==> src/rtl/eic_pkg.sv <==
package eic_pkg;
  localparam int DATA_W  = 16;
  localparam int LANE_W  = DATA_W + 1;
  localparam int CHIP_W  = 5;
  localparam int SAMP_W  = 6;
  localparam int GAIN_W  = 2;
  localparam int BLK_W   = SAMP_W + GAIN_W;
  localparam int LEN_W   = 16;
  localparam logic [15:0] CRC_POLY = 16'h8005;

  typedef enum logic [1:0] {ST_HDR, ST_DATA, ST_CHK, ST_TRL} lane_st_e;

  function automatic logic [15:0] crc16_word(logic [15:0] crc, logic [15:0] d);
    logic [15:0] c;
    logic        fb;
    c = crc;
    for (int b = 15; b >= 0; b--) begin
      fb = c[15] ^ d[b];
      c  = {c[14:0], 1'b0};
      if (fb) c = c ^ CRC_POLY;
    end
    return c;
  endfunction

  function automatic logic [15:0] mask_compact(logic [31:0] m);
    logic [15:0] r;
    for (int k = 0; k < 16; k++) r[k] = m[2*k] | m[2*k+1];
    return r;
  endfunction
endpackage

==> src/rtl/eic_lane.sv <==
module eic_lane
  import eic_pkg::*;
#(
  parameter int HDR_WORDS = 2
) (
  input  logic              clk_i,
  input  logic              rst_ni,
  input  logic [CHIP_W-1:0] chips_i,
  input  logic [BLK_W-1:0]  blk_len_i,
  input  logic [LEN_W-1:0]  exp_len_i,
  input  logic              vld_i,
  input  logic [LANE_W-1:0] word_i,
  output logic              irq_o,
  output logic [15:0]       mask_o,
  output logic [15:0]       crc_o,
  output logic [1:0]        err_o
);
  localparam int HC_W = $clog2(HDR_WORDS + 1);
  localparam logic [HC_W-1:0] HC_HI = HC_W'(HDR_WORDS - 2);
  localparam logic [HC_W-1:0] HC_LO = HC_W'(HDR_WORDS - 1);

  lane_st_e          st_q;
  logic [HC_W-1:0]   hdr_cnt_q;
  logic [BLK_W-1:0]  sub_cnt_q;
  logic [CHIP_W-1:0] chip_q;
  logic [LEN_W-1:0]  cnt_q;
  logic [15:0]       ccrc_q, gcrc_q, fail_q;
  logic [31:0]       mask_q;

  logic [15:0] d;
  logic        last;
  assign d    = word_i[DATA_W-1:0];
  assign last = vld_i & word_i[DATA_W];

  always_ff @(posedge clk_i or negedge rst_ni) begin
    if (!rst_ni) begin
      st_q      <= ST_HDR;
      hdr_cnt_q <= '0;
      sub_cnt_q <= '0;
      chip_q    <= '0;
      cnt_q     <= '0;
      ccrc_q    <= '0;
      gcrc_q    <= '0;
      fail_q    <= '0;
      mask_q    <= '0;
      irq_o     <= 1'b0;
      mask_o    <= '0;
      crc_o     <= '0;
      err_o     <= '0;
    end else begin
      irq_o <= 1'b0;
      if (last) begin
        irq_o     <= 1'b1;
        mask_o    <= mask_compact(mask_q);
        crc_o     <= fail_q;
        err_o     <= {d != gcrc_q, (cnt_q + LEN_W'(1)) != exp_len_i};
        st_q      <= ST_HDR;
        hdr_cnt_q <= '0;
        sub_cnt_q <= '0;
        chip_q    <= '0;
        cnt_q     <= '0;
        ccrc_q    <= '0;
        gcrc_q    <= '0;
        fail_q    <= '0;
        mask_q    <= '0;
      end else if (vld_i) begin
        cnt_q  <= cnt_q + LEN_W'(1);
        gcrc_q <= crc16_word(gcrc_q, d);
        unique case (st_q)
          ST_HDR: begin
            if (hdr_cnt_q == HC_HI) mask_q[31:16] <= d;
            if (hdr_cnt_q == HC_LO) begin
              mask_q[15:0] <= d;
              st_q         <= (chips_i == '0) ? ST_TRL : ST_DATA;
            end else begin
              hdr_cnt_q <= hdr_cnt_q + HC_W'(1);
            end
          end
          ST_DATA: begin
            ccrc_q <= crc16_word(ccrc_q, d);
            if (sub_cnt_q == blk_len_i - BLK_W'(1)) begin
              sub_cnt_q <= '0;
              st_q      <= ST_CHK;
            end else begin
              sub_cnt_q <= sub_cnt_q + BLK_W'(1);
            end
          end
          ST_CHK: begin
            if (d != ccrc_q) fail_q[chip_q[3:0]] <= 1'b1;
            ccrc_q <= '0;
            chip_q <= chip_q + CHIP_W'(1);
            st_q   <= (chip_q == chips_i - CHIP_W'(1)) ? ST_TRL : ST_DATA;
          end
          default: ;
        endcase
      end
    end
  end


  irq_src_chk: assert property (@(posedge clk_i) disable iff (!rst_ni)
    irq_o |-> $past(vld_i && word_i[DATA_W]));

  irq_due_chk: assert property (@(posedge clk_i) disable iff (!rst_ni)
    (vld_i && word_i[DATA_W]) |=> irq_o);

  stat_hold_chk: assert property (@(posedge clk_i) disable iff (!rst_ni)
    !irq_o |-> ($stable(mask_o) && $stable(crc_o) && $stable(err_o)));

  crc_range_chk: assert property (@(posedge clk_i) disable iff (!rst_ni)
    irq_o |-> ((32'(crc_o) >> chips_i) == 32'd0));
endmodule

==> config.mk <==
export PLATFORM = sky130hd
export DESIGN_NAME = eic_lane
export DESIGN_NICKNAME = d
export VERILOG_FILES = /design/src/rtl/eic_pkg.sv /design/src/rtl/eic_lane.sv
export SDC_FILE = /design/constraint.sdc
export NUM_CORES = 1
export LEC_CHECK = 0
export ABC_AREA = 1
export BUFFER_PORTS_ARGS = -buffer_cell sky130_fd_sc_hd__buf_4
export CAP_MARGIN = 20
export CORE_ASPECT_RATIO = 1.1
export CORE_MARGIN = 5
export CORE_UTILIZATION = 47
export DETAILED_ROUTE_END_ITERATION = 6
export PLACE_DENSITY = 0.72
export SLEW_MARGIN = 25
export SYNTH_ARGS = -nofsm -noshare
export SYNTH_HDL_FRONTEND = slang
export SYNTH_SLANG_ARGS = --single-unit
==> constraint.sdc <==
create_clock -name clk_i -period 3.2 [get_ports clk_i]
set_clock_uncertainty 0.15 [all_clocks]
set_input_delay 0.32 -clock clk_i [delete_from_list [all_inputs] [get_ports clk_i]]
set_output_delay 0.32 -clock clk_i [all_outputs]
set_load 0.1 [all_outputs]
; ---- Word level (Yosys, flattened, before mapping)
; Index checks and enable logic that the tools add are counted.
[classes]
n_addsub = 6
order_cmp = 2
n_eq_ne = 11
mux = 144
bitwise_logic = 82
n_reduce_logical = 21
[op_table]
columns = operator, count
row1 = $mux 16, 119
row2 = $mux 32, 3
row3 = $not 3->3, 32
row4 = $ne 16x16->1, 3
row5 = $mux 8, 4
row6 = $pmux 16 s2, 1
row7 = $xor 1x1->1, 32
row8 = $mux 2, 10
row9 = $add 16x1->16 const B, 1
row10 = $or 1x1->1, 16
row11 = $or 16x16->16, 1
row12 = $mux 5, 3
row13 = $reduce_bool 2->1, 7
row14 = $reduce_and 3->1, 4
row15 = $add 8x1->8 const B, 1
row16 = $eq 8x8->1, 1
row17 = $sub 8x1->8 const B, 1
row18 = $ne 3x3->1 const B, 2
row19 = $pmux 2 s3, 1
row20 = $reduce_and 2->1, 3
row21 = $add 5x1->5 const B, 1
row22 = $eq 5x5->1, 1
row23 = $logic_not 5->1, 1
row24 = $lt 4x5->1 const B, 1
row25 = 14 further kinds, 17
[word_totals]
ff_bits = 148
out_inout_bits = 35
wordCells = 280

; ---- Logic depth before layout (Yosys ltp)
[depth]
ltp_word = 80
mapped_depth = 29
mapped_depth_nobuf = 29

; ---- Least setup slack after synthesis
; No wires, ideal clock.
[synth_timing]
kind = register to register
start = reg gcrc_q[13]
end = reg gcrc_q[15]
arrival_ns = 2.661
slack_ns = 0.271
stages_incl_launch_ff = 25
n_path_buf = 0
cell_sequence = dfrtp_1 xnor2_1 inv_2 nand3_1 nand3_2 nand3b_2 nand3_1 nand3_4 nand2_4 nand2_2 nand3_4 nand3_1 nand3_4 nand2_4 nand2_2 nand3_2 nand2_4 nand2_2 nand3_2 nand2_2 nand2_2 nand2_2 nand2_1 nand3_1 nand2_1
[synth_between]
elab_chain_len = 63
elab_cells_between_ends = 64
cone_classes = 48 x mux / 16 x bitwise
[synth_lines]
columns = item, line_no
row1 = from (decl), eic_lane.sv:27  ; logic [15:0] ccrc_q, gcrc_q, fail_q;
row2 = from (signal assigned), eic_lane.sv:68  ; gcrc_q <= crc16_word(gcrc_q, d);
row3 = $mux 16 (*), eic_pkg.sv:20  ; if (fb) c = c ^ CRC_POLY;
row4 = $mux 16 (*), eic_lane.sv:66  ; end else if (vld_i) begin
row5 = $mux 16 (*), eic_lane.sv:52  ; if (last) begin
row6 = $not 3->3 (no source line), --
row7 = $mux 16 (*), eic_pkg.sv:20
row8 = $mux 16 (*), eic_lane.sv:66
row9 = $mux 16 (*), eic_lane.sv:52
row10 = $xor 1x1->1 (*), eic_pkg.sv:18  ; fb = c[15] ^ d[b];
row11 = [... 47 more ...], --
row12 = $xor 1x1->1, eic_pkg.sv:18
row13 = $mux 16 (*), eic_pkg.sv:20
row14 = $mux 16 (*), eic_lane.sv:66
row15 = $mux 16 (*), eic_lane.sv:52
row16 = $xor 1x1->1, eic_pkg.sv:18
row17 = $mux 16 (*), eic_pkg.sv:20
row18 = $mux 16 (*), eic_lane.sv:66
row19 = $mux 16 (*), eic_lane.sv:52
; Every way passes the cells marked *; elsewhere a longest branch is shown, timed or not. The select of a mux whose other input is x is not followed.
; A chain may end at the register's enable or synchronous reset.

; ---- Final worst setup path
[layout_timing]
start = reg gcrc_q[15]
end = reg gcrc_q[1]
[layout_between]
elab_chain_len = 63
elab_cells_between_ends = 64
cone_classes = 48 x mux / 16 x bitwise
[layout_lines]
columns = item, line_no
row1 = $xor 1x1->1 (*), eic_pkg.sv:18
row2 = $mux 16 (*), eic_pkg.sv:20
row3 = $mux 16 (*), eic_lane.sv:66
row4 = $mux 16 (*), eic_lane.sv:52
row5 = $xor 1x1->1, eic_pkg.sv:18
row6 = $mux 16 (*), eic_pkg.sv:20
row7 = $mux 16 (*), eic_lane.sv:66
row8 = $mux 16 (*), eic_lane.sv:52
row9 = [... 47 more ...], --
row10 = $mux 16 (*), eic_lane.sv:52
row11 = $xor 1x1->1 (*), eic_pkg.sv:18
row12 = $mux 16 (*), eic_pkg.sv:20
row13 = $mux 16 (*), eic_lane.sv:66
row14 = $mux 16 (*), eic_lane.sv:52
row15 = $mux 16 (*), eic_pkg.sv:20
row16 = $mux 16 (*), eic_lane.sv:66
row17 = $mux 16 (*), eic_lane.sv:52
; Marks and branches as above.

==> flow_metrics.py <==
metrics = {
    "yosys": {
        "syn_avg_cell_area_um2": 8.695,
        "synth_top_family_by_area": "simple AND/OR/NAND/NOR gates",
        "synth_async_sr_flop_share_pct": 100.0,
        "synthAdderAreaFrac_pct": 2.073,
        "synth.mux.area_fraction_pct": 4.264,
        "syn_inst": 972,
        "synthXorXnorAreaFrac_pct": 8.172,
        "yosysWarnings": 0,
        "syn_nets": 1035,
        "synth_area_leader_cell": "dfrtp_1",
        "syn_area_um2": 8452,
        "synth_area_leaders": "dfrtp_1, nand2_1, xor2_1",
        "synth.most_common_cell": "nand2_1",
        "synth-compound-area-share_pct": 9.919,
        "netlist-cell-type-count": 46,
        "synth-simple-area-share_pct": 25.02,
        "netlist_top_cells_count": "nand2_1, dfrtp_1, inv_1",
        "synth_edf_count": 0,
        "ys_ff_latch": 148,
        "yosysSeqAreaShare_pct": 43.82,
        "ys.flop_type": "dfrtp_1",
        "yosysTopAreaCellShare_pct": 43.82,
    },
    "floorplan": {
        "rows": 51,
        "floorplan.die_area_um2": 20770,
        "die_w_um": 137.9,
        "start_util_pct": 47.82,
        "ioPinCount": 84,
        "design.core.area_um2": 17680,
        "die_y_um": 150.6,
    },
    "drt": {
        "firstDrtPassIters": 5,
        "vias_per_cell": 5.217,
        "antenna_left": 0,
        "avgRoutedWirePerCell_um": 15.49,
        "drtIter0Drc": 478,
        "drc": 0,
        "vias": 7022,
        "routed_wl_mm": 20.85,
    },
    "grt": {
        "grt_pass1_wl_mm": 32.13,
        "busiest_layer": "met2",
        "use_met2_pct": 32.37,
        "grt_overflow": 0,
        "track_usage_pct": 19.34,
        "globalRouteMet3Util_pct": 3.777,
        "grt_pass1_vias": 6784,
        "antenna_found_initial": 0,
        "use_met1_pct": 24.85,
        "grt_max_degree": 77,
    },
    "power": {
        "peakVddDrop_mv": 0.7136,
        "leakage_uw": 0.005157,
        "power.density_nw_per_um2": 1089,
    },
    "clock_tree": {
        "cts_sinks": 148,
        "cts-root-buf": "clkbuf_16",
        "clkTransAtPathRegs_ps": 60,
        "clk_path_buf_depth": 2,
        "cts_buffers": 17,
        "insertion_delay_ps": 420,
        "cts_tree": "built",
        "cts_max_level": 4,
    },
    "timing": {
        "max_slew_margin_pct": 46.11,
        "worst_slew_pin_slew_ps": 807.5,
        "setup_ws_ps": -12.18,
        "slew_viol_final": 0,
        "finalSetupViolCount": 1,
        "rsz0062_at_grt": "true",
        "min_period_over_period_pct": 100.4,
        "whs_ps": 70.35,
        "hold_viol": 0,
        "max_freq_mhz": 311.3,
        "final.min_clock_period_ps": 3212,
    },
    "layout": {
        "layout.nets": 1158,
        "finish.utilization_pct": 60.30,
        "area_growth_syn_to_layout_pct": 26.11,
        "diodes": 0,
        "fill_cells": 1466,
        "drive_above_1_share_pct": 29.15,
        "fin_area_um2": 10660,
    },
    "critical_path": {
        "criticalPathCategory": "flop to flop",
        "crit_fanout": 4,
        "crit_path_end_kind": "flop",
        "worstSetupStartpointType": "flop",
        "worst_ep_required_time_ps": 3360,
        "critPathArrivalTime_ps": 3370,
        "reg2reg_slack_ps": -10,
    },
    "placed_design": {
        "port_buffers": 83,
        "placed_area_um2": 9415,
        "place_congestion": 0.8479,
        "hpwl_mm": 14.15,
    },
    "run": {
        "max-cap-violations": 0,
    },
    "worst_hold_path": {
        "min_path_type": "input port to flop",
    },
    "status": {
        "failed_checks": "setup timing",
        "status": "finished, violations left",
    },
}
routing by layer:
metal	up-vias	part of all wire, %
li1	3436	-
met1	3367	42
met2	175	50
met3	44	4.9
met4	0	2.9
met5	-	0
final cells by class:
class                   count  area (um^2)  area share [%]
well taps                 238        297.8           2.794
clock buffers              20        446.7           4.191
repair buffers            125        957.2           8.980
inverters                 126        473.0           4.437
clock inverters            12        96.34          0.9039
multi-input cells         677         4683           43.94
flip-flops and latches    148         3705           34.76
logic make-up after synthesis:
logic type / after synthesis
adders and majority gates: 14
and+or+nand+nor: 408
buffers and inverters: 147
DFF: 148
muxes: 32
AOI/OAI and AO/OA: 145
xor gates and xnor gates: 78
worst max-delay path, cell delays in order (launching register included):
cell and delay (ps):
dfrtp_1 420, inv_2 80, nand2_1 60, nand2_2 90, nand2_4 80, nand2_4 120, nand2_4 70, nand3_4 100
nand3b_4 110, nand2_4 130, nand2_2 70, nand3_4 110, nand2_4 90, nand2_4 70, nand3_4 100, nand2_4 120
nand2_4 60, nand3_4 100, nand2_4 80, nand2_4 80, nand3_4 100, nand2_4 130, nand2_4 70, nand3_4 100
nand2_4 70, buf_4 130, a22o_2 190
stage by stage:
stage	setup WS (ps)	setup TNS [ps]	power (uW)	std cells
after detailed placement	-84.60	-233.4	8171	1288
after global placement	34.68	0	8064	1288
after CTS	0.02243	0	10050	1321
after floorplan	271.1	0	7024	972
final	-12.18	-12.18	11610	1346
after global routing	-186.7	-1670	12350	1346
registers in the layout, summed over array words and instances (netlist names):
name / count
ccrc_q: 16
chip_q: 5
cnt_q: 16
crc_o: 16
err_o: 2
fail_q: 16
gcrc_q: 16
hdr_cnt_q: 2
irq_o: 1
mask_o: 16
mask_q: 32
st_q: 2
sub_cnt_q: 8
cells in the final DEF, fill, tap and decap left out, types with 8 or more instances in the layout:
master / instances
nand2_1: 159
dfrtp_1: 147
buf_4: 122
inv_1: 116
nor2_1: 75
o21ai_0: 66
xor2_1: 52
nand2_4: 43
mux2_2: 32
a21oi_1: 29
nand3_4: 28
nand3_1: 27
nand3_2: 26
xnor2_1: 21
o22ai_1: 18
clkbuf_16: 17
nand2_2: 16
ha_1: 14
nand4_1: 12
inv_2: 10
nor4_1: 8
what timing repair did:
action                                  CTS  global route
setup buffers                             0            25
endpoints found under the setup margin    0            15
hold endpoints to repair                 73             0
resized for setup                         0            98
hold buffers                              1             0
path summary, 6_finish.rpt:
kind | cells after the start | to | startpoint
min in group asynchronous | 2 | cnt_q[11] | rst_ni
hold / removal | 3 | err_o[0] | exp_len_i[13]
setup reg to reg | 26 | gcrc_q[1] | gcrc_q[15]
setup / recovery | 26 | gcrc_q[1] | gcrc_q[15]
hold reg to reg | 2 | crc_o[13] | crc_o[13]
max in group asynchronous | 3 | mask_q[16] | rst_ni
power by group:
part	total (uW)	leakage (uW)	switching (uW)	internal, uW
Clock	1850	0.000259	830	1020
Combinational	6980	0.00298	4360	2620
Sequential	2780	0.00192	353	2420
Total	11600	0.00516	5540	6070
(Power assumes the default switching activity.)
